<file path="src/rtl/mem_arb_pkg.sv">
package mem_arb_pkg;
    localparam int LOW_N  = 3;
    localparam int SRC_N  = LOW_N + 1;
    localparam int PTR_W  = $clog2(LOW_N);

    typedef logic [SRC_N-1:0] src_vec_t;
    typedef logic [PTR_W-1:0] ptr_t;

    typedef struct packed {
        src_vec_t gnt;
        ptr_t     ptr;
    } arb_state_t;
endpackage

</file>
<file path="src/rtl/mem_arb_prio_enc.sv">
module mem_arb_prio_enc #(
    parameter int W  = 3,
    localparam int IW = (W > 1) ? $clog2(W) : 1
) (
    input  logic [W-1:0]  vec,
    output logic          hit,
    output logic [IW-1:0] idx
);
    always_comb begin
        hit = |vec;
        idx = '0;
        for (int i = W - 1; i >= 0; i--) begin
            if (vec[i]) idx = IW'(i);
        end
    end
endmodule

</file>
<file path="src/rtl/mem_arb_lower_sel.sv">
module mem_arb_lower_sel
    import mem_arb_pkg::*;
(
    input  logic [LOW_N-1:0] lreq,
    input  ptr_t             ptr,
    input  logic             rr_en,
    output logic             hit,
    output ptr_t             idx
);
    logic [LOW_N-1:0] rot;
    logic             rot_hit, fix_hit;
    ptr_t             rot_idx, fix_idx;

    always_comb begin
        for (int i = 0; i < LOW_N; i++) begin
            int k;
            k = int'(ptr) + i;
            if (k >= LOW_N) k = k - LOW_N;
            rot[i] = lreq[k];
        end
    end

    mem_arb_prio_enc #(.W(LOW_N)) u_rot (.vec(rot),  .hit(rot_hit), .idx(rot_idx));
    mem_arb_prio_enc #(.W(LOW_N)) u_fix (.vec(lreq), .hit(fix_hit), .idx(fix_idx));

    always_comb begin
        int k;
        k = int'(ptr) + int'(rot_idx);
        if (k >= LOW_N) k = k - LOW_N;
        if (rr_en) begin
            hit = rot_hit;
            idx = ptr_t'(k);
        end else begin
            hit = fix_hit;
            idx = fix_idx;
        end
    end

    // a chosen lower source must be requesting
    always_comb begin
        if (hit) begin
            lower_pick_req_chk: assert (lreq[idx]);
        end
    end
endmodule

</file>
<file path="src/rtl/mem_req_arbiter.sv">
module mem_req_arbiter
    import mem_arb_pkg::*;
(
    input  logic             clk,
    input  logic             rst_n,
    input  logic             rotate_dis,
    input  logic [SRC_N-1:0] req,
    input  logic [SRC_N-1:0] done,
    output logic [SRC_N-1:0] gnt
);
    arb_state_t st_d, st_q;
    logic       free_d;
    logic       low_hit_d;
    ptr_t       low_idx_d;

    mem_arb_lower_sel u_low (
        .lreq  (req[SRC_N-1:1]),
        .ptr   (st_q.ptr),
        .rr_en (~rotate_dis),
        .hit   (low_hit_d),
        .idx   (low_idx_d)
    );

    always_comb begin
        st_d   = st_q;
        free_d = (st_q.gnt == '0) || ((done & st_q.gnt) != '0);
        if (free_d) begin
            st_d.gnt = '0;
            if (req[0]) begin
                st_d.gnt[0] = 1'b1;
            end else if (low_hit_d) begin
                for (int i = 0; i < LOW_N; i++) begin
                    if (low_idx_d == ptr_t'(i)) st_d.gnt[i+1] = 1'b1;
                end
                st_d.ptr = (low_idx_d == ptr_t'(LOW_N - 1)) ? '0 : low_idx_d + ptr_t'(1);
            end
        end
    end

    always_ff @(posedge clk or negedge rst_n) begin
        if (!rst_n) begin
            st_q <= '0;
        end else begin
            st_q <= st_d;
        end
    end

    assign gnt = st_q.gnt;


    onehot_gnt_chk: assert property (@(posedge clk) disable iff (!rst_n)
        $onehot0(gnt));


    hold_gnt_chk: assert property (@(posedge clk) disable iff (!rst_n)
        (gnt != '0 && (done & gnt) == '0) |=> $stable(gnt));


    idle_gnt_chk: assert property (@(posedge clk) disable iff (!rst_n)
        ((gnt == '0 || (done & gnt) != '0) && req == '0) |=> gnt == '0);


    urgent_win_chk: assert property (@(posedge clk) disable iff (!rst_n)
        ((gnt == '0 || (done & gnt) != '0) && req[0]) |=> gnt == SRC_N'(1));


    fixed_cpu_chk: assert property (@(posedge clk) disable iff (!rst_n)
        ((gnt == '0 || (done & gnt) != '0) && rotate_dis && !req[0] && req[1])
        |=> gnt == SRC_N'(2));
endmodule

</file>
<file path="config.mk">
export PLATFORM = sky130hd
export DESIGN_NAME = mem_req_arbiter
export DESIGN_NICKNAME = d
export VERILOG_FILES = /design/src/rtl/mem_arb_pkg.sv /design/src/rtl/mem_arb_prio_enc.sv /design/src/rtl/mem_arb_lower_sel.sv /design/src/rtl/mem_req_arbiter.sv
export SDC_FILE = /design/constraint.sdc
export NUM_CORES = 1
export LEC_CHECK = 0
export ABC_AREA = 1
export BUFFER_PORTS_ARGS = -buffer_cell sky130_fd_sc_hd__buf_2
export CAP_MARGIN = 20
export CORE_AREA = 2 2 39 41
export DETAILED_ROUTE_END_ITERATION = 10
export DIE_AREA = 0 0 41 43
export PLACE_DENSITY_LB_ADDON = 0.12
export REMOVE_ABC_BUFFERS = 1
export SETUP_SLACK_MARGIN = 0.4
export SLEW_MARGIN = 20
export SYNTH_ARGS = -nofsm -noshare
export SYNTH_HDL_FRONTEND = slang
export SYNTH_SLANG_ARGS = --single-unit
</file>
<file path="constraint.sdc">
create_clock -name clk -period 8.2 [get_ports clk]
set_input_delay 2.05 -clock clk [delete_from_list [all_inputs] [get_ports clk]]
set_output_delay 2.05 -clock clk [all_outputs]
set_load 0.005 [all_outputs]
</file>
Yosys cells after proc, flatten, opt, wreduce, memory -nomap -nowiden. Cells that the tools add are included.

Add/subtract/negate cells: 8. Order comparisons: 7. Equality and inequality tests: 2. Multiplexer cells: 28. Bitwise logic cells: 2. Reduce and logical (&&, ||, !) cells: 7.

Operators by type and width (count): 32-bit by 4-bit < comparator with 1-bit output, second input constant (3); 32-bit 2-to-1 mux (3); 32-bit by 3-bit >= comparator with 1-bit output, second input constant (2); 32-bit by 3-bit subtractor with 32-bit output, second input constant (2); 2-bit 2-to-1 mux (9); 1-bit 2-to-1 mux (11); 1-bit binary-select mux with 2-bit select (3); 3-bit 2-to-1 mux (2); 3-bit OR reduction (2); 4-bit bitwise AND (1); 4-bit logical NOT (1); 4-bit nonzero test (1); 2-bit by 1-bit adder with 3-bit output, second input constant (1); 2-bit by 2-bit adder with 3-bit output (1); 2-bit by 2-bit adder with 3-bit output, second input constant (1); 3-bit by 2-bit >= comparator with 1-bit output, second input constant (1); 3-bit AND reduction (1); 2-bit by 2-bit subtractor with 3-bit output, second input constant (1); 2-bit by 1-bit adder with 2-bit output, second input constant (1); 2-bit by 1-bit == test with 1-bit output, second input constant (1); 2-bit == test, second input constant (1); 2-bit >= comparator, second input constant (1); 2-bit logical NOT (1); 2-bit by 1-bit subtractor with 2-bit output, second input constant (1); other kinds (2) (2).

Flip-flop bits (word level): 6. Input port bits: 11. Output and inout port bits: 4. Word-level logic and storage cells: 56.

Logic depth before layout (Yosys ltp).
Depth after elaboration: 17. Mapped depth: 22. Gate-level depth less buffers: 22.

Modules after synthesis. Synthesis repeated with hierarchy kept, for this count alone.

Cells, all modules: 100. Area, all modules: 623.1 µm².

By module, submodules not included: mem_req_arbiter (instances 1, cells each 44, area each 326.6 µm²); mem_arb_lower_sel (instances 1, cells each 42, area each 234.0 µm²); mem_arb_prio_enc (instances 2, cells each 7, area each 31.3 µm²).

Least setup slack after synthesis. OpenSTA, ideal clock, no wires.

Path kind: input to register. Start: input req[2]. End: register st_q[0] (netlist name). Setup time: 0.117 ns. Arrival: 3.787 ns. Required time: 8.083 ns. Setup slack: 4.296 ns. Stages: 18. Path buffers: 0. Cells stage by stage: inv_1 nand2_1 nand3_1 nand2_1 nor2_1 ha_1 inv_1 fa_1 inv_1 ha_1 inv_1 nand3_1 nand2_1 inv_1 o21bai_1 nor2_1 nand2_1 nand2_1.

Longest elaborated chain between the ends: 12. Elaborated cells between the ends (all ways): 26. Those cells by class: 3 x add/sub; 1 x order compare; 1 x eq/ne; 18 x mux; 3 x reduce/logical.

RTL lines: start, declared (RTL line mem_req_arbiter.sv:7) `input logic [SRC_N-1:0] req,`; 1-bit binary-select mux with 2-bit select (RTL line mem_arb_lower_sel.sv:19) `rot[i] = lreq[k];`; 1-bit 2-to-1 mux (implied by the code) (2 in a row) (RTL line mem_arb_lower_sel.sv:19); 2-bit 2-to-1 mux (3 in a row) (RTL line mem_arb_prio_enc.sv:13) `if (vec[i]) idx = IW'(i);`; 2-bit by 2-bit adder with 3-bit output (RTL line mem_arb_lower_sel.sv:28) `k = int'(ptr) + int'(rot_idx);`; 3-bit by 2-bit >= comparator with 1-bit output / 2-bit by 1-bit subtractor with 2-bit output (equally long branches) (RTL line mem_arb_lower_sel.sv:29) `if (k >= LOW_N) k = k - LOW_N;`; 2-bit 2-to-1 mux (RTL line mem_arb_lower_sel.sv:29); 2-bit 2-to-1 mux (RTL line mem_arb_lower_sel.sv:30) `if (rr_en) begin`; 2-bit by 1-bit adder with 2-bit output / 2-bit == test (equally long branches) (RTL line mem_req_arbiter.sv:35) `st_d.ptr = (low_idx_d == ptr_t'(LOW_N - 1)) ? '0 : low_idx_d + ptr_t'(1);`; 2-bit 2-to-1 mux (RTL line mem_req_arbiter.sv:35); end signal, assigned (RTL line mem_req_arbiter.sv:44) `st_q <= st_d;`; end, declared (RTL line mem_req_arbiter.sv:11) `arb_state_t st_d, st_q;`.

Parallel ways exist; a longest one is shown, timed or not. The select of a mux whose other input is x is not followed. A chain may end at the register's enable or synchronous reset.

Worst setup path after layout. Ends and elaborated chain as after synthesis.

==> summary.md <==
| Metric | Value |
|---|---|
| Pwr/cell area | 390 nW/um2 |
| Setup slack after layout | 4250 ps |
| Final Critical Period | 3950 ps |
| Startpoint Class | primary input |
| Post-synthesis cell area | 687 um2 |
| FMAX | 0.253 GHz |
| GRT Util Overall | 16.3% |
| Leak | 0.500 nW |
| Pins Over Slew Limit | 0 |
| Remaining DRCs | 0 |
| Final Util | 55.6% |
| Drt first pass iters | 4 |
| Final setup violation count | 0 |
| MaxCap Viol Count | 0 |
| Core area | 1380 um2 |
| CTS tree | built |
| Drt total wl | 1300 um |
| DIE HEIGHT | 43 um |
| # H-tree levels | 1 |
| Clock Sinks | 6 |
| Peak supply drop | 0.000171 V |
| Clock slew at reported path FFs | 50 ps |
| I/O pins | 15 |
| Yosys top cell area share | 25.7% |
| Tot Pwr | 0.300 mW |
| CTS root buf | clkbuf_4 |
| Row cnt | 14 |
| # hold bufs at CTS | 0 |
| Setup TNS | 0 ps |
| Largest net degree at the start of global routing | 7 |
| Relative slew slack | 79.0% |
| CP Max Fanout | 4 |
| Num CTS Buffers | 3 |
| Crit path kind | primary input to flip-flop |
| Initial Utilization | 49.6% |
| Layout cells sized above 1 | 17.2% |
| Crit path DAT | 4090 ps |
| Worst-Skew Late Latency | 240 ps |
| Vias post-DR | 657 |
| Post-CTS resize count | 0 |
| Top cells by area, synth | nand2_1 (26%), dfrtp_1 (22%), inv_1 (13%) |
| Drt wl/cell | 9.04 um |
| CP endpoint kind | flip-flop |
| Die width | 41 um |
| FILL cells | 150 |
| Syn_area_per_cell | 5.97 um2 |
| Diode count | 0 |
| Area leader, netlist | nand2_1 |
| Worst-case clock skew | 5.95 ps |
| Synth Instances | 115 |
| Status | finished clean |
| Dpl hpwl | 1130 um |
| Hold Path Class | flip-flop to flip-flop |
| Worst hold path depth | 2 |
| Setup WS pre-CTS | 3990 ps |
| Crit path required time | 8330 ps |
| Total gr overflow | 0 |
| Initial antenna violation count | 0 |
| Worst-margin pin slew | 313 ps |
| Post-route clock period utilization | 48.2% |
| P&R area growth vs syn | 12.0% |
| R2R cell count | 20 |
| Routed Antenna Nets | 0 |
| Seq/Total Area, Yosys | 21.9% |
| Total die area | 1760 um2 |
| First-pass GRT wire length | 1970 um |
| Final hold vios | 0 |
| Vias in the first global route | 521 |
| CTS Buffer Depth | 2 |
| Unique masters post-synth | 16 |
| RSZ-0062 raised after global routing | no |
| Nets | 148 |
| Yosys warnings | 0 |
| Setup bufs post-CTS | 0 |
| Port Buf Inserts | 14 |
| Final GP Congestion | 0.735 |
| 1st-iter DRT viols | 9 |
| Yosys reg bits | 6 |
| Vias per inst | 4.56 |
[worst max-delay path: stages]
cell	delay [ps]
buf_2	110
inv_1	110
nand2_1	80
nand3_1	80
nand2_1	60
nor2_1	110
ha_1	150
inv_1	40
fa_1	500
inv_1	50
ha_1	160
inv_1	60
nand3_1	80
nand2_1	70
inv_1	50
o21bai_1	150
nor2_1	60
nand2_1	80
nand2_1	50
[through the flow]
step / instances / cell area (um2) / hold WS (ps)
after global placement: 141 / 747 / 517
after detailed placement: 141 / 747 / 529
after floorplan: 111 / 657 / 490
after CTS: 144 / 769 / 539
after global routing: 144 / 769 / 571
final: 144 / 769 / 539
[path summary, 6_finish.rpt]
kind	to	slack [ps]	from
setup / recovery	st_q[0]	4250	req[2]
hold / removal	gnt[0]	540	gnt[0]
setup reg to reg	st_q[0]	5340	st_q[0]
min in group asynchronous	gnt[0]	1620	rst_n
max in group asynchronous	st_q[1]	6420	rst_n
hold reg to reg	gnt[0]	540	gnt[0]
[synthesized netlist by cell type, drive strengths merged]
cell	n
buf	4
dfrtp	6
fa	1
ha	6
inv	23
nand2	48
nand3	9
nand4	1
nor2	13
nor3	2
o21ai	1
o21bai	1
[placed cells by master, fill, tap and decap left out]
cell      synthesis  routed
nand3_1           7       7
o21ai_0           1       1
buf_2             0      14
nor2_2            1       1
nor2_1           11      11
nor2_4            1       1
dfrtp_1           6       6
nor3_1            2       2
nand2_1          47      47
o21bai_1          1       1
inv_1            23      23
clkbuf_4          0       3
nand2_2           1       1
fa_1              1       1
nand4_1           1       1
nand3_2           2       2
ha_1              6       6
[per-layer routing]
layer / GRT usage [%] / routed length (um) / vias to the layer above
li1: - / - / 365
met1: 21.3 / 662 / 283
met2: 25.6 / 604 / 9
met3: 6.28 / 35 / 0
met4: 2.00 / 0 / 0
met5: 0 / 0 / -
[logic make-up after synthesis]
family / after synthesis / share of synthesized area, %
flops: 6 / 21.9
fa+ha+maj: 7 / 13.8
simple gates: 73 / 45.5
buf+inv: 27 / 16.9
compound gates: 2 / 1.82
[power by group]
group	total (mW)	switching, mW	internal [mW]
clock network	0.0265	0.0100	0.0165
logic	0.218	0.134	0.0841
registers	0.0559	0.0132	0.0427
total	0.300	0.157	0.143
[sequential cells by signal, summed over array words and instances (netlist names)]
register and cells:
gnt 4, st_q 2
[cell type report]
| type | count | area (um2) | area share [%] |
|---|---|---|---|
| multi-input cells | 82 | 420 | 54.6 |
| flip-flops and latches | 6 | 150 | 19.5 |
| inverters | 23 | 86.3 | 11.2 |
| repair buffers | 14 | 70.1 | 9.11 |
| clock buffers | 3 | 22.5 | 2.93 |
| well taps | 16 | 20.0 | 2.60 |
Note: power is estimated with default switching activity, not from simulation.
